## src/rtl/acc_ctrl_pkg.sv

```systemverilog
package acc_ctrl_pkg;

    localparam int DATA_W  = 32;
    localparam int ERR_W   = 8;
    localparam int FATAL_W = 4;
    localparam int RECOV_W = 5;

    localparam logic [7:0] OFF_CMD    = 8'h00;
    localparam logic [7:0] OFF_STATUS = 8'h04;
    localparam logic [7:0] OFF_ERR    = 8'h08;
    localparam logic [7:0] OFF_ENTRY  = 8'h0C;
    localparam logic [7:0] OFF_FATAL  = 8'h10;
    localparam logic [7:0] OFF_COUNT  = 8'h14;
    localparam logic [7:0] OFF_IRQ    = 8'h18;

    typedef enum logic [1:0] {
        ST_IDLE   = 2'd0,
        ST_LAUNCH = 2'd1,
        ST_RUN    = 2'd2,
        ST_LOCK   = 2'd3
    } run_state_e;

endpackage

```

## src/rtl/acc_run_fsm.sv

```systemverilog
module acc_run_fsm
    import acc_ctrl_pkg::*;
#(
    parameter int FW = FATAL_W
) (
    input  logic          clk,
    input  logic          rst_n,
    input  logic          start_wr,
    input  logic          core_busy,
    input  logic          core_done,
    input  logic [FW-1:0] fatal_strb,
    input  logic          fatal_any,
    output logic          start_accept,
    output logic          core_start
);

    run_state_e state_q, state_d;
    logic       fatal_now;

    assign fatal_now = fatal_any || (fatal_strb != '0);

    always_comb begin
        start_accept = start_wr && (state_q == ST_IDLE) && !core_busy && !fatal_now;
    end

    // next-state logic
    always_comb begin
        state_d = state_q;
        unique case (state_q)
            ST_IDLE:   if (start_accept) state_d = ST_LAUNCH;
            ST_LAUNCH: state_d = ST_RUN;
            ST_RUN:    if (core_done) state_d = ST_IDLE;
            ST_LOCK:   state_d = ST_LOCK;
            default:   state_d = ST_IDLE;
        endcase
        if (fatal_now) state_d = ST_LOCK;
    end

    // state register
    always_ff @(posedge clk or negedge rst_n) begin
        if (!rst_n) state_q <= ST_IDLE;
        else        state_q <= state_d;
    end

    // outputs
    always_comb begin
        core_start = 1'b0;
        unique case (state_q)
            ST_LAUNCH: core_start = 1'b1;
            default:   core_start = 1'b0;
        endcase
    end

    // the launch pulse lasts a single cycle
    a_r1_start_single: assert property (@(posedge clk) disable iff (!rst_n)
        core_start |=> !core_start);

    // nothing launches while a fatal cause is recorded
    a_r8_no_launch_locked: assert property (@(posedge clk) disable iff (!rst_n)
        fatal_any |=> !core_start);

endmodule

```

## src/rtl/acc_status_regs.sv

```systemverilog
module acc_status_regs
    import acc_ctrl_pkg::*;
#(
    parameter int EW = ERR_W,
    parameter int FW = FATAL_W,
    parameter int RW = RECOV_W
) (
    input  logic          clk,
    input  logic          rst_n,
    input  logic          start_accept,
    input  logic [EW-1:0] err_strb,
    input  logic [FW-1:0] fatal_strb,
    input  logic          core_done,
    input  logic          irq_clr,
    output logic [EW-1:0] err_q,
    output logic [FW-1:0] fatal_q,
    output logic          fatal_any,
    output logic          irq_q,
    output logic          recov_q
);

    logic [EW-1:0] err_d;
    logic          recov_d;

    always_comb begin
        err_d   = (start_accept ? '0 : err_q) | err_strb;
        recov_d = core_done && ((err_q[RW-1:0] | err_strb[RW-1:0]) != '0);
    end

    always_ff @(posedge clk or negedge rst_n) begin
        if (!rst_n) begin
            err_q   <= '0;
            irq_q   <= 1'b0;
            recov_q <= 1'b0;
        end else begin
            err_q   <= err_d;
            recov_q <= recov_d;
            if (core_done)    irq_q <= 1'b1;
            else if (irq_clr) irq_q <= 1'b0;
        end
    end

    for (genvar i = 0; i < FW; i++) begin : g_fatal
        always_ff @(posedge clk or negedge rst_n) begin
            if (!rst_n)             fatal_q[i] <= 1'b0;
            else if (fatal_strb[i]) fatal_q[i] <= 1'b1;
        end
    end

    assign fatal_any = |fatal_q;

    // recorded fatal causes never clear
    a_r5_fatal_sticky: assert property (@(posedge clk) disable iff (!rst_n)
        1'b1 |=> ((fatal_q & $past(fatal_q)) == $past(fatal_q)));

    // a completion always leaves the interrupt pending
    a_r9_done_sets_irq: assert property (@(posedge clk) disable iff (!rst_n)
        core_done |=> irq_q);

    // the recoverable alert only follows a completion
    a_r10_recov_after_done: assert property (@(posedge clk) disable iff (!rst_n)
        recov_q |-> $past(core_done));

    // the fatal alert level never drops
    a_r6_fatal_holds: assert property (@(posedge clk) disable iff (!rst_n)
        fatal_any |=> fatal_any);

endmodule

```

## src/rtl/acc_insn_counter.sv

```systemverilog
module acc_insn_counter #(
    parameter int CNT_W = 32
) (
    input  logic             clk,
    input  logic             rst_n,
    input  logic             clr,
    input  logic             retire,
    input  logic             retire_fault,
    output logic [CNT_W-1:0] count
);

    localparam logic [CNT_W-1:0] CNT_MAX = '1;

    logic bump;

    assign bump = retire && !retire_fault && (count != CNT_MAX);

    always_ff @(posedge clk or negedge rst_n) begin
        if (!rst_n)    count <= '0;
        else if (clr)  count <= '0;
        else if (bump) count <= count + 1'b1;
    end

    // the count holds at its ceiling
    a_r7_no_overflow: assert property (@(posedge clk) disable iff (!rst_n)
        (count == CNT_MAX && !clr) |=> (count == CNT_MAX));

    // a faulting retire never advances the count
    a_r7_fault_no_count: assert property (@(posedge clk) disable iff (!rst_n)
        (retire && retire_fault && !clr) |=> (count == $past(count)));

endmodule

```

## src/rtl/acc_ctrl_regs.sv

```systemverilog
module acc_ctrl_regs
    import acc_ctrl_pkg::*;
#(
    parameter int ADDR_W = 8,
    parameter int CNT_W  = 32
) (
    input  logic                clk,
    input  logic                rst_n,
    input  logic [ADDR_W-1:0]   bus_addr,
    input  logic [DATA_W-1:0]   bus_wdata,
    input  logic                bus_we,
    input  logic                bus_re,
    output logic [DATA_W-1:0]   bus_rdata,
    output logic                core_start,
    output logic [DATA_W-1:0]   core_start_addr,
    input  logic                core_busy,
    input  logic                core_done,
    input  logic [ERR_W-1:0]    core_err_strb,
    input  logic                core_retire,
    input  logic                core_retire_fault,
    input  logic [FATAL_W-1:0]  fatal_strb,
    output logic                irq_done,
    output logic                alert_fatal,
    output logic                alert_recov,
    output logic                idle
);

    localparam logic [ADDR_W-1:0] A_CMD    = ADDR_W'(OFF_CMD);
    localparam logic [ADDR_W-1:0] A_STATUS = ADDR_W'(OFF_STATUS);
    localparam logic [ADDR_W-1:0] A_ERR    = ADDR_W'(OFF_ERR);
    localparam logic [ADDR_W-1:0] A_ENTRY  = ADDR_W'(OFF_ENTRY);
    localparam logic [ADDR_W-1:0] A_FATAL  = ADDR_W'(OFF_FATAL);
    localparam logic [ADDR_W-1:0] A_COUNT  = ADDR_W'(OFF_COUNT);
    localparam logic [ADDR_W-1:0] A_IRQ    = ADDR_W'(OFF_IRQ);

    logic                start_wr;
    logic                irq_clr;
    logic                start_accept;
    logic [DATA_W-1:0]   entry_q;
    logic [ERR_W-1:0]    err_q;
    logic [FATAL_W-1:0]  fatal_q;
    logic                fatal_any;
    logic                irq_q;
    logic                recov_q;
    logic [CNT_W-1:0]    count;

    assign start_wr = bus_we && (bus_addr == A_CMD) && bus_wdata[0];
    assign irq_clr  = bus_we && (bus_addr == A_IRQ) && bus_wdata[0];

    always_ff @(posedge clk or negedge rst_n) begin
        if (!rst_n)                                entry_q <= '0;
        else if (bus_we && (bus_addr == A_ENTRY))  entry_q <= bus_wdata;
    end

    acc_run_fsm #(.FW(FATAL_W)) u_fsm (
        .clk          (clk),
        .rst_n        (rst_n),
        .start_wr     (start_wr),
        .core_busy    (core_busy),
        .core_done    (core_done),
        .fatal_strb   (fatal_strb),
        .fatal_any    (fatal_any),
        .start_accept (start_accept),
        .core_start   (core_start)
    );

    acc_status_regs #(.EW(ERR_W), .FW(FATAL_W), .RW(RECOV_W)) u_status (
        .clk          (clk),
        .rst_n        (rst_n),
        .start_accept (start_accept),
        .err_strb     (core_err_strb),
        .fatal_strb   (fatal_strb),
        .core_done    (core_done),
        .irq_clr      (irq_clr),
        .err_q        (err_q),
        .fatal_q      (fatal_q),
        .fatal_any    (fatal_any),
        .irq_q        (irq_q),
        .recov_q      (recov_q)
    );

    acc_insn_counter #(.CNT_W(CNT_W)) u_count (
        .clk          (clk),
        .rst_n        (rst_n),
        .clr          (start_accept),
        .retire       (core_retire),
        .retire_fault (core_retire_fault),
        .count        (count)
    );

    always_comb begin
        bus_rdata = '0;
        if (bus_re) begin
            if (bus_addr == A_STATUS) bus_rdata[0]         = core_busy;
            if (bus_addr == A_ERR)    bus_rdata[ERR_W-1:0]   = err_q;
            if (bus_addr == A_FATAL)  bus_rdata[FATAL_W-1:0] = fatal_q;
            if (bus_addr == A_COUNT)  bus_rdata[CNT_W-1:0]   = count;
            if (bus_addr == A_IRQ)    bus_rdata[0]         = irq_q;
        end
    end

    assign core_start_addr = entry_q;
    assign irq_done        = irq_q;
    assign alert_fatal     = fatal_any;
    assign alert_recov     = recov_q;
    assign idle            = !core_busy;

    // a launch write during a busy core never launches
    a_r8_busy_ignored: assert property (@(posedge clk) disable iff (!rst_n)
        (start_wr && core_busy) |=> !core_start);

    // no read enable, no read data
    a_r11_quiet_bus: assert property (@(posedge clk) disable iff (!rst_n)
        !bus_re |-> (bus_rdata == '0));

endmodule

```

## config.mk

```make
export PLATFORM = sky130hd
export DESIGN_NAME = acc_ctrl_regs
export DESIGN_NICKNAME = d
export VERILOG_FILES = /design/src/rtl/acc_ctrl_pkg.sv /design/src/rtl/acc_run_fsm.sv /design/src/rtl/acc_status_regs.sv /design/src/rtl/acc_insn_counter.sv /design/src/rtl/acc_ctrl_regs.sv
export SDC_FILE = /design/constraint.sdc
export NUM_CORES = 1
export LEC_CHECK = 0
export CORE_UTILIZATION = 50
export CTS_CLUSTER_DIAMETER = 100
export CTS_CLUSTER_SIZE = 8
export DETAILED_ROUTE_END_ITERATION = 6
export DONT_BUFFER_PORTS = 1
export GPL_ROUTABILITY_DRIVEN = 0
export GPL_TIMING_DRIVEN = 1
export HOLD_SLACK_MARGIN = 0.03
export MAX_ROUTING_LAYER = met4
export PLACE_DENSITY = 0.68
export SYNTH_ARGS = -nofsm -noshare
export SYNTH_HDL_FRONTEND = slang
export SYNTH_SLANG_ARGS = --single-unit
```

## constraint.sdc

```tcl
create_clock -name clk -period 2.2 [get_ports clk]
set_input_delay 0.55 -clock clk [delete_from_list [all_inputs] [get_ports clk]]
set_output_delay 0.55 -clock clk [all_outputs]
set_load 0.05 [all_outputs]
```

==> results.py <==
metrics = {
    "setup_path": {
        "critPathRequiredTime_ns": 1.65,
        "path_class": "in -> out",
        "crit_path_end_kind": "output port",
        "arrival_ns": 1.72,
        "critPathLaunchType": "input pin",
        "cp_max_fo": 3,
    },
    "clocking": {
        "clk_path_buf_depth": 2,
        "cts_buffers": 9,
        "htree_levels": 3,
        "cts_tree": "yes",
        "cts_root_buf": "clkbuf_8",
        "clk_latency_ns": 0.35,
        "clock-sinks": 80,
        "clkTransAtPathRegs_ns": 0.08,
    },
    "global_route": {
        "grt_max_degree": 81,
        "grt_overflow": 0,
        "antenna_found_initial": 0,
        "grt_pass1_vias": 3332,
        "track_usage_pct": 25.14,
        "grt_pass1_wl_mm": 15.82,
    },
    "power_and_ir_drop": {
        "power_density_nw_per_um2": 577.3,
        "p_leak_uw": 0.002265,
        "vdd_drop_max_v": 0.0004254,
    },
    "finish": {
        "fin_nets": 502,
        "syn_to_final_growth_pct": 33.47,
        "layout_common_cells": "dfrtp_1 (80), mux2_2 (32), buf_4 (32)",
        "fill_cells": 561,
        "final-instance-count-excl-fill": 544,
        "fin_util_pct": 68.77,
        "final_common_cell": "dfrtp_1",
        "diodes": 0,
        "drive_above_1_share_pct": 36.65,
    },
    "yosys": {
        "synth_edf_count": 0,
        "syn_area_um2": 3981,
        "ys_warn_count": 0,
        "ys_seq_area_share_pct": 50.28,
        "synthArstFlopShare_pct": 100.0,
        "synth-main-ff-cell": "dfrtp_1",
        "syn-num-nets": 448,
        "syn_inst": 383,
        "ys_seq_elements": 80,
        "syn_avg_cell_area_um2": 10.40,
        "ys_types": 44,
    },
    "placement": {
        "io_buffers": 0,
        "dp_slack_ns": -0.1509,
        "hpwl_mm": 6.635,
        "dp_cells": 521,
    },
    "sta": {
        "rsz0062_at_grt": "yes",
        "whs_ns": -0.1186,
        "period_minus_slack_ns": 2.274,
        "hold_viol_final": 80,
        "fin_skew_ns": 0.01160,
        "setup_viol": 7,
        "maxSlewViolCount": 0,
        "maxSlewHeadroom_pct": 65.29,
        "tightest_slew_ns": 0.5206,
        "period_share_pct": 103.4,
        "fmax_mhz": 439.8,
        "fin_tns_setup_ns": -0.3205,
        "setup_slack_ns": -0.07380,
    },
    "die": {
        "die_y_um": 91.24,
        "die_w_um": 91.24,
        "dieArea_um2": 8324,
        "boundaryPins": 129,
        "coreArea_um2": 7727,
        "row_count": 32,
        "start_util_pct": 51.52,
    },
    "route": {
        "viasPerCell": 6.024,
        "dr.pass1.iters": 4,
        "wire_per_inst_um": 17.67,
        "first_iter_violations": 204,
        "final_antenna_net_count": 0,
        "vias": 3277,
        "routed_wl_mm": 9.614,
        "drc": 0,
    },
    "outcome": {
        "status": "complete, but fails checks",
        "violations": "hold timing, setup timing",
    },
    "min_path": {
        "hold_class": "in -> async",
    },
    "job": {
        "maxCapViolCount": 0,
    },
}
final timing paths:
check	startpoint	endpoint	slack, ns	cells past startpoint
min in group clk	core_err_strb[7]	u_status.err_q[7]	0.28	1
max	bus_addr[6]	bus_rdata[3]	-0.07	8
min	rst_n	u_fsm.state_q[0]	-0.12	0
min reg2reg	u_status.err_q[7]	u_status.err_q[7]	0.49	1
max reg2reg	u_count.count[22]	u_count.count[31]	0.13	5
max in group asynchronous	rst_n	u_count.count[30]	2.17	0
report_power, final:
group | internal [uW] | switching [uW] | leakage, uW | total [uW]
combinational | 103 | 99.3 | 0.00114 | 202
sequential | 1540 | 185 | 0.00102 | 1730
clock | 592 | 546 | 0.000102 | 1140
total | 2240 | 830 | 0.00227 | 3070
metrics by stage:
stage / power [uW] / hold slack, ns / area, um^2
floorplan: 1886 / 0.2544 / 4190
global placement: 1941 / 0.2564 / 4923
detailed placement: 1946 / 0.2572 / 4923
finish: 3068 / -0.1186 / 5314
CTS: 3080 / -0.1352 / 5238
global route: 3191 / -0.1437 / 5314
state kept, by name, indices dropped and copies added (netlist names):
signal and flops:
u_count.count 32, core_start_addr 32, u_status.fatal_q 4, u_status.irq_q 1, u_fsm.state_q 2, u_status.err_q 8
u_status.recov_q 1
layer usage:
metal	track usage [%]	vias to the layer above	wire length [um]	share of wire, %
met5	-	-	0	0
met4	11.64	0	226	2.4
met3	5.193	24	654	6.8
met2	39.39	151	4700	49
met1	31.45	1590	4032	42
li1	-	1512	-	-
cells by family after synthesis:
family,after synthesis,share of synthesized area (%)
flip-flops,80,50.28
buffers and inverters,32,3.174
AO/OA/AOI/OAI,62,11.03
adder cells (fa/ha/maj),5,1.571
XOR/XNOR,15,3.300
AND/OR/NAND/NOR,157,21.59
multiplexers,32,9.051
layout make-up:
class	instances	area [um^2]	area share, %
sequential	80	2002	37.67
tap	102	127.6	2.402
clock inverter	5	62.56	1.177
timing repair buffer	63	784.5	14.76
multi-input combinational	271	2141	40.29
clock buffer	11	151.4	2.849
inverter	12	45.04	0.8477
what timing repair did:
action	in CTS	in global routing
pin swaps	15	7
gates resized for setup	12	14
endpoints found under the setup margin	28	40
cloned	1	1
endpoints found under the hold margin	80	80
setup buffers	3	4
worst max-delay path, stage by stage:
cell and delay [ns]:
nor3_4 0.20, buf_6 0.14, nand3_4 0.07, nor3_4 0.19
buf_6 0.14, a22oi_2 0.08, a21boi_4 0.19, buf_12 0.15
cell usage after synthesis, types with 2 or more instances:
library cell | n | area share [%]
and4_1 | 2 | 0.44
a22oi_1 | 6 | 1.1
nor2b_1 | 7 | 1.1
o41ai_1 | 2 | 0.44
nand4_1 | 7 | 1.1
mux2_2 | 32 | 9.1
xor2_1 | 10 | 2.2
and2_1 | 2 | 0.31
xnor2_1 | 5 | 1.1
nand4b_1 | 3 | 0.66
ha_1 | 5 | 1.6
o311ai_0 | 3 | 0.66
a21oi_1 | 7 | 0.88
nor2_1 | 29 | 2.7
dfrtp_1 | 80 | 50
buf_2 | 5 | 0.63
nand3_1 | 10 | 1.3
a21o_1 | 8 | 1.5
or4_1 | 12 | 2.3
inv_1 | 12 | 1.1
nand2_1 | 26 | 2.5
a21boi_0 | 2 | 0.38
nor3_1 | 12 | 1.5
a31oi_1 | 5 | 0.79
o211ai_1 | 9 | 1.7
or3_1 | 7 | 1.1
nor4_1 | 5 | 0.79
and3_1 | 26 | 4.1
o31ai_1 | 2 | 0.38
o21ai_0 | 8 | 1.0
clkbuf_1 | 15 | 1.4
o2111ai_1 | 4 | 0.88
or2_2 | 4 | 0.63
Power figures use the tool's default switching activity.
